[src/rtl/frag_cap_pkg.sv]
// Shared definitions for the fragment capture mailbox.
// Assumes the data word is 8 bits and that a fragment holds at most 256 bytes,
// so the length word (count minus one) fits in one byte.
package frag_cap_pkg;
    localparam int FLAG_SOP    = 0;
    localparam int FLAG_EOP    = 1;
    localparam int FLAG_APERR  = 2;
    localparam int FLAG_DPERR  = 3;
    localparam int FLAG_PKTERR = 4;
    localparam int HDR_WORDS   = 3;

    typedef struct packed {
        logic [7:0] lid;
        logic [7:0] flags;
        logic [7:0] len_m1;
    } frag_hdr_t;

    typedef enum logic [1:0] {
        SEL_ZERO = 2'd0,
        SEL_MEM  = 2'd1,
        SEL_REG  = 2'd2
    } rd_sel_t;
endpackage

[src/rtl/frag_cap_writer.sv]
// Write side of the mailbox. It counts accepted bytes, sends them to storage
// and gathers the header (first-byte identifier and SOP, final-byte EOP,
// errors ORed). It commits the header when the final byte is accepted.
// Bytes past DEPTH are dropped and mark a packet error.
// Assumes in_ready comes from the host side and is low while the host owns the buffer.
module frag_cap_writer
    import frag_cap_pkg::*;
#(
    parameter int DEPTH = 256,
    parameter int LID_W = 6
) (
    input  logic                      clk,
    input  logic                      rst_n,
    input  logic                      in_valid,
    input  logic                      in_ready,
    input  logic [7:0]                in_data,
    input  logic                      in_last,
    input  logic                      in_sop,
    input  logic                      in_eop,
    input  logic [LID_W-1:0]          in_lid,
    input  logic                      in_aperr,
    input  logic                      in_dperr,
    input  logic                      in_pkterr,
    output logic                      mem_we,
    output logic [$clog2(DEPTH)-1:0]  mem_waddr,
    output logic [7:0]                mem_wdata,
    output logic                      commit,
    output frag_hdr_t                 hdr
);
    localparam int AW = $clog2(DEPTH);
    localparam int CW = $clog2(DEPTH + 1);

    logic [CW-1:0]    cnt;
    logic [CW-1:0]    new_cnt;
    logic [LID_W-1:0] w_lid, cur_lid;
    logic             w_sop, w_ap, w_dp, w_pk;
    logic             cur_sop, cur_ap, cur_dp, cur_pk;
    logic             acc, first, full;

    // Handshake, fill state and the header values that include the current byte.
    always_comb begin
        acc       = in_valid && in_ready;
        full      = (cnt == CW'(DEPTH));
        first     = (cnt == '0);
        mem_we    = acc && !full;
        mem_waddr = cnt[AW-1:0];
        mem_wdata = in_data;
        commit    = acc && in_last;
        new_cnt   = full ? cnt : cnt + CW'(1);
        cur_lid   = first ? in_lid : w_lid;
        cur_sop   = first ? in_sop : w_sop;
        cur_ap    = (!first && w_ap) || in_aperr;
        cur_dp    = (!first && w_dp) || in_dperr;
        cur_pk    = (!first && w_pk) || in_pkterr || full;
    end

    // Track the byte count and working header, and commit the header on the final byte.
    always_ff @(posedge clk) begin
        if (!rst_n) begin
            cnt   <= '0;
            w_lid <= '0;
            w_sop <= 1'b0;
            w_ap  <= 1'b0;
            w_dp  <= 1'b0;
            w_pk  <= 1'b0;
            hdr   <= '0;
        end else if (acc) begin
            if (in_last) begin
                cnt        <= '0;
                hdr.lid    <= 8'(cur_lid);
                hdr.flags  <= {3'b000, cur_pk, cur_dp, cur_ap, in_eop, cur_sop};
                hdr.len_m1 <= 8'(new_cnt - CW'(1));
            end else begin
                cnt   <= new_cnt;
                w_lid <= cur_lid;
                w_sop <= cur_sop;
                w_ap  <= cur_ap;
                w_dp  <= cur_dp;
                w_pk  <= cur_pk;
            end
        end
    end


    cnt_bound_chk: assert property (@(posedge clk) disable iff (!rst_n)
        cnt <= CW'(DEPTH));


    trunc_flag_chk: assert property (@(posedge clk) disable iff (!rst_n)
        (acc && in_last && full) |=> hdr.flags[FLAG_PKTERR]);


    err_merge_chk: assert property (@(posedge clk) disable iff (!rst_n)
        (acc && in_last && in_dperr) |=> hdr.flags[FLAG_DPERR]);
endmodule

[src/rtl/frag_cap_store.sv]
// Byte storage for one fragment. It has one write port and one synchronous read
// port with a single cycle of latency. It has no reset: the host side masks
// every location beyond the stored length.
module frag_cap_store #(
    parameter int DEPTH = 256
) (
    input  logic                     clk,
    input  logic                     we,
    input  logic [$clog2(DEPTH)-1:0] waddr,
    input  logic [7:0]               wdata,
    input  logic                     re,
    input  logic [$clog2(DEPTH)-1:0] raddr,
    output logic [7:0]               rdata
);
    logic [7:0] mem [DEPTH];

    // Store an accepted ingress byte.
    always_ff @(posedge clk) begin
        if (we) mem[waddr] <= wdata;
    end

    // Fetch a byte for a host read.
    always_ff @(posedge clk) begin
        if (re) rdata <= mem[raddr];
    end
endmodule

[src/rtl/frag_cap_host.sv]
// Host side of the mailbox. It owns the data-available flag, the capture
// event and write-side readiness. It decodes host addresses:
// 0 identifier, 1 flags, 2 length minus one, 3.. data, top address control.
// Read data is returned one cycle after the strobe.
// Assumes commit can only arrive while the flag is clear.
module frag_cap_host
    import frag_cap_pkg::*;
#(
    parameter int DEPTH = 256,
    parameter int HAW   = 9
) (
    input  logic                     clk,
    input  logic                     rst_n,
    input  logic                     commit,
    input  frag_hdr_t                hdr,
    input  logic                     host_rd,
    input  logic                     host_wr,
    input  logic [HAW-1:0]           host_addr,
    input  logic [7:0]               host_wdata,
    output logic [7:0]               host_rdata,
    output logic                     avail,
    output logic                     cap_event,
    output logic                     in_ready,
    output logic                     mem_re,
    output logic [$clog2(DEPTH)-1:0] mem_raddr,
    input  logic [7:0]               mem_rdata
);
    localparam int AW = $clog2(DEPTH);
    localparam logic [HAW-1:0] CTRL_ADDR = '1;
    localparam logic [HAW-1:0] DATA_LO   = HAW'(HDR_WORDS);
    localparam logic [HAW-1:0] DATA_HI   = HAW'(HDR_WORDS + DEPTH);

    logic [HAW-1:0] idx;
    logic           is_data, in_len, clr;
    rd_sel_t        sel_q;
    logic [7:0]     reg_q;

    // Address decode, including the mask for bytes beyond the stored length.
    always_comb begin
        idx       = host_addr - DATA_LO;
        is_data   = (host_addr >= DATA_LO) && (host_addr < DATA_HI);
        in_len    = (idx <= HAW'(hdr.len_m1));
        mem_re    = host_rd && is_data && in_len;
        mem_raddr = idx[AW-1:0];
        clr       = host_wr && (host_addr == CTRL_ADDR) && !host_wdata[0];
        in_ready  = !avail;
    end

    // Ownership flag and one-cycle capture event.
    always_ff @(posedge clk) begin
        if (!rst_n) begin
            avail     <= 1'b0;
            cap_event <= 1'b0;
        end else begin
            cap_event <= commit;
            if (commit)   avail <= 1'b1;
            else if (clr) avail <= 1'b0;
        end
    end

    // Register the source of each host read for the next cycle.
    always_ff @(posedge clk) begin
        if (!rst_n) begin
            sel_q <= SEL_ZERO;
            reg_q <= '0;
        end else if (host_rd) begin
            reg_q <= '0;
            if (mem_re)                       sel_q <= SEL_MEM;
            else if (host_addr == HAW'(0))  begin sel_q <= SEL_REG; reg_q <= hdr.lid;    end
            else if (host_addr == HAW'(1))  begin sel_q <= SEL_REG; reg_q <= hdr.flags;  end
            else if (host_addr == HAW'(2))  begin sel_q <= SEL_REG; reg_q <= hdr.len_m1; end
            else if (host_addr == CTRL_ADDR) begin sel_q <= SEL_REG; reg_q <= {7'd0, avail}; end
            else                              sel_q <= SEL_ZERO;
        end
    end

    // Choose the read result.
    always_comb begin
        case (sel_q)
            SEL_MEM: host_rdata = mem_rdata;
            SEL_REG: host_rdata = reg_q;
            default: host_rdata = '0;
        endcase
    end


    ev_pulse_chk: assert property (@(posedge clk) disable iff (!rst_n)
        cap_event |=> !cap_event);


    ev_with_flag_chk: assert property (@(posedge clk) disable iff (!rst_n)
        cap_event |-> (avail && !in_ready));


    flag_fall_chk: assert property (@(posedge clk) disable iff (!rst_n)
        $fell(avail) |-> $past(host_wr && host_addr == CTRL_ADDR && !host_wdata[0]));


    idle_clear_chk: assert property (@(posedge clk) disable iff (!rst_n)
        (clr && !avail && !commit) |=> (!avail && !cap_event));
endmodule

[src/rtl/frag_capture_mbox.sv]
// Top of the fragment capture mailbox. It joins the write side, the byte
// storage and the host side. One fragment is held at a time, with an ownership
// handshake: the host owns the buffer while data_avail is high.
module frag_capture_mbox
    import frag_cap_pkg::*;
#(
    parameter int DEPTH = 256,
    parameter int LID_W = 6,
    parameter int HAW   = 9
) (
    input  logic             clk,
    input  logic             rst_n,
    input  logic             in_valid,
    output logic             in_ready,
    input  logic [7:0]       in_data,
    input  logic             in_last,
    input  logic             in_sop,
    input  logic             in_eop,
    input  logic [LID_W-1:0] in_lid,
    input  logic             in_aperr,
    input  logic             in_dperr,
    input  logic             in_pkterr,
    input  logic             host_rd,
    input  logic             host_wr,
    input  logic [HAW-1:0]   host_addr,
    input  logic [7:0]       host_wdata,
    output logic [7:0]       host_rdata,
    output logic             data_avail,
    output logic             cap_event
);
    localparam int AW = $clog2(DEPTH);

    logic          mem_we, mem_re, commit;
    logic [AW-1:0] mem_waddr, mem_raddr;
    logic [7:0]    mem_wdata, mem_rdata;
    frag_hdr_t     hdr;

    frag_cap_writer #(.DEPTH(DEPTH), .LID_W(LID_W)) u_wr (
        .clk(clk), .rst_n(rst_n), .in_valid(in_valid), .in_ready(in_ready),
        .in_data(in_data), .in_last(in_last), .in_sop(in_sop), .in_eop(in_eop),
        .in_lid(in_lid), .in_aperr(in_aperr), .in_dperr(in_dperr),
        .in_pkterr(in_pkterr), .mem_we(mem_we), .mem_waddr(mem_waddr),
        .mem_wdata(mem_wdata), .commit(commit), .hdr(hdr)
    );

    frag_cap_store #(.DEPTH(DEPTH)) u_mem (
        .clk(clk), .we(mem_we), .waddr(mem_waddr), .wdata(mem_wdata),
        .re(mem_re), .raddr(mem_raddr), .rdata(mem_rdata)
    );

    frag_cap_host #(.DEPTH(DEPTH), .HAW(HAW)) u_host (
        .clk(clk), .rst_n(rst_n), .commit(commit), .hdr(hdr),
        .host_rd(host_rd), .host_wr(host_wr), .host_addr(host_addr),
        .host_wdata(host_wdata), .host_rdata(host_rdata), .avail(data_avail),
        .cap_event(cap_event), .in_ready(in_ready), .mem_re(mem_re),
        .mem_raddr(mem_raddr), .mem_rdata(mem_rdata)
    );


    no_write_busy_chk: assert property (@(posedge clk) disable iff (!rst_n)
        mem_we |-> !data_avail);


    reset_state_chk: assert property (@(posedge clk)
        !rst_n |=> (!data_avail && !cap_event));
endmodule

[config.mk]
export PLATFORM = sky130hd
export DESIGN_NAME = frag_capture_mbox
export DESIGN_NICKNAME = d
export VERILOG_FILES = /design/src/rtl/frag_cap_pkg.sv /design/src/rtl/frag_cap_writer.sv /design/src/rtl/frag_cap_store.sv /design/src/rtl/frag_cap_host.sv /design/src/rtl/frag_capture_mbox.sv
export SDC_FILE = /design/constraint.sdc
export NUM_CORES = 2
export LEC_CHECK = 0
export ABC_CLOCK_PERIOD_IN_PS = 4600
export BUFFER_PORTS_ARGS = -buffer_cell sky130_fd_sc_hd__buf_4
export CELL_PAD_IN_SITES_DETAIL_PLACEMENT = 1
export CELL_PAD_IN_SITES_GLOBAL_PLACEMENT = 1
export CORE_MARGIN = 5
export CORE_UTILIZATION = 40
export DETAILED_ROUTE_END_ITERATION = 10
export GPL_TIMING_DRIVEN = 0
export HOLD_SLACK_MARGIN = 0.08
export PLACE_DENSITY = 0.58
export SLEW_MARGIN = 20
export SYNTH_ARGS = -nofsm -noshare
export SYNTH_HDL_FRONTEND = slang
export SYNTH_SLANG_ARGS = --single-unit
[constraint.sdc]
create_clock -name clk -period 4.6 [get_ports clk]
set_input_delay 0.23 -clock clk [delete_from_list [all_inputs] [get_ports clk]]
set_output_delay 0.23 -clock clk [all_outputs]
set_load 0.01 [all_outputs]
======== Word-level counts from Yosys, hierarchy flattened ========
Memory sizes are Yosys's and may differ from the RTL's. A register that Yosys moved wholly into a read port is not among the register bits.
Cells that the tools add are included.
storage, ports and cells
  bits in registers ....................... 50
  bits in latches ......................... 0
  RAM bits ................................ 2,048
  ROM bits ................................ 0
  input port bits ......................... 42
  output and inout port bits .............. 11
  memories kept ........................... 1
operators by class
  add/subtract/negate cells ............... 3
  multiply operators ...................... 0
  divide/modulo/power cells ............... 0
  order comparisons ....................... 3
  equal/unequal tests ..................... 6
  shifts and indexed selects .............. 0
  muxes and demuxes ....................... 19
  bitwise logic cells ..................... 1
  reduce and logical (&&, ||, !) cells .... 24
memories
  name       words  bits a word  rd ports  clocked after memory_dff  wr ports  line                  source
  u_mem.mem  256    8            1         1                         1         frag_cap_store.sv:15  logic [7:0] mem [DEPTH];
operator list
  operator                                                                              count
  8-bit two-way mux                                                                     4
  9-bit equality test (second input constant)                                           2
  9-bit logical NOT                                                                     2
  9-bit two-way mux                                                                     2
  8-bit case mux with 2 select lines                                                    1
  1-bit logical AND                                                                     11
  2-bit two-way mux                                                                     5
  9-bit by 1-bit adder with 9-bit output (second input constant)                        1
  9-bit by 1-bit equality test with 1-bit output (second input constant)                1
  9-bit by 2-bit equality test with 1-bit output (second input constant)                1
  9-bit by 2-bit greater-or-equal comparator with 1-bit output (second input constant)  1
  9-bit by 8-bit <= comparator with 1-bit output                                        1
  9-bit less-than comparator (second input constant)                                    1
  9-bit by 2-bit subtractor with 9-bit output (second input constant)                   1
  8-bit by 1-bit subtractor with 8-bit output (second input constant)                   1
  1-bit two-way mux                                                                     6
  6-bit two-way mux                                                                     1
  1-bit logical NOT                                                                     4
  1-bit logical OR                                                                      4
  2-bit AND reduction                                                                   2
  2-bit by 1-bit equality test with 1-bit output (second input constant)                1
  2-bit equality test (second input constant)                                           1
  2-bit nonzero test                                                                    1
  1-bit inverter                                                                        1

======== Logic depth before layout (Yosys ltp) ========
  word-level depth ........................ 6
  gate-level depth with buffers ........... 14
  mapped depth without buffers ............ 12

======== By module ========
From an unflattened synthesis, not the netlist that was laid out.
second synthesis, totals
  cells, all modules ...................... 4,148
  area, all modules ....................... 82,880.7 µm²
by module, submodules not included
  module           times used  cells an instance  area each (µm²)
  frag_cap_store   1           3,733              79,636.4
  frag_cap_writer  1           257                2,035.7
  frag_cap_host    1           158                1,208.7

======== Worst setup path after synthesis ========
OpenSTA, ideal clock, no wires.
  path type ............................... input to register
  from .................................... input host_addr[0]
  to ...................................... register u_mem.rdata[0], read port of u_mem.mem (data pin)
  library setup time ...................... 258 ps
  data arrival time ....................... 3,364 ps
  data required time ...................... 4,342 ps
  slack ................................... 979 ps
  cell stages on the path ................. 14
  buffers on the path ..................... 6
  cell sequence ........................... buf_6 -> buf_2 -> buf_2 -> inv_1 -> ha_1 -> clkbuf_1 -> clkbuf_1 -> buf_1 -> mux4_2 -> mux4_2 -> a22oi_1 -> a21oi_1 -> nor3_1 -> nor2_1
between the ends
  longest elaborated chain between the ends .. 4
  elaborated cells on any way between the ends .. 7
  classes of those cells .................. 1 x add/sub; 3 x order compare; 3 x reduce/logical
ends and longest elaborated chain
  what                                                                                                 line                     source
  start, declared                                                                                      frag_capture_mbox.sv:25  input logic [HAW-1:0] host_addr,
  parallel branches: the longest is 4 deep, another holds 9-bit by 2-bit subtractor with 9-bit output  --
  end, declared                                                                                        frag_cap_store.sv:13     output logic [7:0] rdata
Parallel ways; which one is timed is not known.
A chain may end at the register's enable or synchronous reset.

======== Worst setup path in the final report ========
  from .................................... input host_addr[0]
  to ...................................... register u_mem.rdata[4], read port of u_mem.mem (data pin)
The elaborated chain is that of the path after synthesis.

==> impl_metrics.toml <==
[outcome]
outcome = "finished, final reports clean"

[setup_path]
r2r_end = "u_mem.mem[177][5]"
max_stage_delay_ns = 0.55
r2r_cells = 10
crit_path_cell_trace = "buf_4, buf_6, buf_2, buf_4, inv_1, ha_1, clkbuf_4, clkbuf_8, clkbuf_2, mux4_2, mux4_2, a22oi_2, a21oi_1, nor3_1, nor2_1"
worstPathArrival_ns = 5.12
start_kind = "input port"
critPathMaxFanout = 11
critPathKind = "input port to flip-flop"
rr_startpoint = "u_wr.cnt[0]"
worst_setup_path_end_kind = "flip-flop"
cp.required_ns = 5.20
reg2reg_slack_ns = 0.10
cpMaxStageDelayCell = "mux4_2"

[sta]
finalCritPeriodShare = 0.982
hold_viol = 0
worst_pin_slew_ns = 1.17
relSlewSlack = 0.218
period_minus_slack_ns = 4.52
slew_viol_final = 0
fmax_ghz = 0.221
finClkSkew_ns = 0.0464
timing.setup.tns_ns = 0
finalSetupViolCount = 0

[pwr]
p_int_mw = 31.8
cellPowerDensity_nw_per_um2 = 439
power_mw = 41.3
power_frac_seq = 0.511
p_clk_frac = 0.415
ir_worst_vdd_uv = 404
combPwrFrac = 0.075
leakagePower_nw = 28.9
p_switching_mw = 9.48
p_sw_frac = 0.230

[logic_synthesis]
ys_seq_area_frac = 0.766
synthesis.nets = 3778
synth_edf_count = 2056
async_flop_share = 0
synth.avg_cell_area_um2 = 22.0
yosysTopAreaCellShare = 0.754
ys_warn_count = 0
ys_types = 48
synth_top_cells_by_area = "edfxtp_1, mux4_2, nor2_1"
synth_seq_cells = 2106
yosys.area.top_type = "edfxtp_1"
syn_area_um2 = 81900
synth_top_cells_by_count = "edfxtp_1, mux4_2, nor2_1"
yosysMostFrequentCell = "edfxtp_1"
synth_flop_cell = "edfxtp_1"
postSynthCellCount = 3717

[clock_network]
cts.clk_slew.worst_paths_ns = 0.06
clk_latency_ns = 0.87
numCtsBuffers = 216
cts_buffer_depth = 3
cts.sinks = 2106
tritoncts = "done"
htreeDepth = 4
root_buffer = "clkbuf_16"

[drt]
viasPerCell = 5.80
drtPass1Iterations = 7
wl_per_cell_um = 34.5
drc_errors = 0
vias = 40200
routed_wl_um = 239000
antenna_left = 0
drt_first_iter_violations = 4522

[floorplan]
dieArea_um2 = 214000
io_pins = 53
die_h_um = 463
num_rows = 166
start_util = 0.401
core_area_um2 = 204000
die_width_um = 463

[global_routing]
gr-total-overflow = 0
grt_pass1_wl_um = 333000
gr-usage-all-layers = 0.221
grt_max_degree = 120
antenna_found_initial = 13
grt_pass1_vias = 41500

[hold_path]
hp-class = "input port to flip-flop"
min_from = "in_sop"
holdPathStages = 4
worstHoldEndpoint = "u_wr.w_sop"

[finish]
regArea_um2 = 62700
multi_input_area_um2 = 18300
areaGrowthSynthToFinish_pct = 14.8
design_area_um2 = 94100
drive_gt1_frac = 0.289
nFillCells = 18400
nNetsFinal = 4113

[flow_run]
maxCapViolCount = 0

[placed_design]
post_dp_cell_area_um2 = 86600
gp_congestion = 0.838
dp_hpwl_um = 159000
port_buffers = 45
## registers in the layout, indices dropped and copies added, names as in the netlist
register,cells
u_host.avail,1
u_host.cap_event,1
u_host.reg_q,8
u_host.sel_q,2
u_mem.mem,2048
u_mem.rdata,8
u_wr.cnt,9
u_wr.hdr,19
u_wr.w_ap,1
u_wr.w_dp,1
u_wr.w_lid,6
u_wr.w_pk,1
u_wr.w_sop,1
## per-stage QoR
| step | hold slack (ns) | util | std cells | setup WS [ns] |
|---|---|---|---|---|
| after floorplan | 0.329 | - | 3717 | 0.979 |
| after global placement | 0.451 | 0.419 | 6450 | -3.02 |
| after detailed placement | 0.455 | 0.424 | 6483 | -2.59 |
| after CTS | 0.143 | 0.460 | 6919 | -0.381 |
| after global routing | 0.199 | 0.461 | 6929 | -0.00253 |
| final | 0.218 | 0.461 | 6930 | 0.0823 |
## cells in the final DEF, fill, tap and decap left out, drive strengths merged, types with 10 or more instances in the layout
master / count
mux4: 640
nor3: 20
ha: 19
bufinv: 17
nor2: 323
clkbuf: 412
edfxtp: 2056
inv: 34
nor2b: 10
clkinvlp: 10
nand2: 67
clkinv: 101
xnor2: 11
nand3: 24
dfxtp: 50
buf: 160
a22oi: 79
dlygate4sd3: 33
o21ai: 15
a21oi: 75
## power groups by stage
stage | clock (mW) | sequential (mW) | combinational (mW)
floorplan | 0 | 21.5 | 1.54
global placement | 0 | 21.5 | 2.97
detailed placement | 0 | 21.5 | 3.07
CTS | 17.4 | 21.1 | 3.12
global route | 18.3 | 21.1 | 3.21
finish | 17.1 | 21.1 | 3.09
## worst max path at each step
stage	startpoint	endpoint	slack [ns]	depth (start not counted)
global route	u_wr.cnt[0]	u_mem.mem[177][5]	-0.003	10
CTS	u_wr.cnt[0]	u_mem.mem[129][3]	-0.38	10
floorplan	host_addr[0]	u_mem.rdata[0]	0.98	14
global placement	host_addr[0]	u_mem.rdata[0]	-3.02	15
finish	host_addr[0]	u_mem.rdata[4]	0.08	15
detailed placement	host_addr[0]	u_mem.rdata[2]	-2.59	15
## cell type report
class,count,area share
Clock inverter,137,0.0130
Tap cell,2688,0.0358
Clock buffer,266,0.0596
Antenna cell,5,0.000133
Inverter,25,0.000998
Timing Repair Buffer,117,0.0174
Sequential cell,2106,0.667
Buffer,222,0.0115
Multi-Input combinational cell,1364,0.195
## critical path: cells and delay by family
kind                       cells  cell delay [ns]
AOI/OAI and AO/OA              2             0.69
adders and majority gates      1             0.40
buffers and inverters          8             2.42
muxes                          2             0.97
and+or+nand+nor                2             0.33
## layer usage
metal	vias to the layer above	global-route usage	part of all wire
li1	16300	-	-
met1	22200	0.315	0.43
met2	1384	0.355	0.48
met3	290	0.0379	0.064
met4	0	0.0626	0.028
met5	-	0	0
## kinds of logic after synthesis
logic type / synth area share
and+or+nand+nor: 0.0250
buffers and inverters: 0.0128
DFF: 0.766
adders and majority gates: 0.00290
AOI/OAI and AO/OA: 0.0153
muxes: 0.176
xor gates and xnor gates: 0.00182
## what timing repair did
action                                  in CTS  in global routing
setup buffers                                0                  6
endpoints found under the setup margin     547                773
hold buffers                                33                  0
pin swaps                                    0                  2
hold endpoints to repair                   630                  0
cloned                                       0                  0
gates resized for setup                     79                 30
Power figures use the tool's default switching activity.
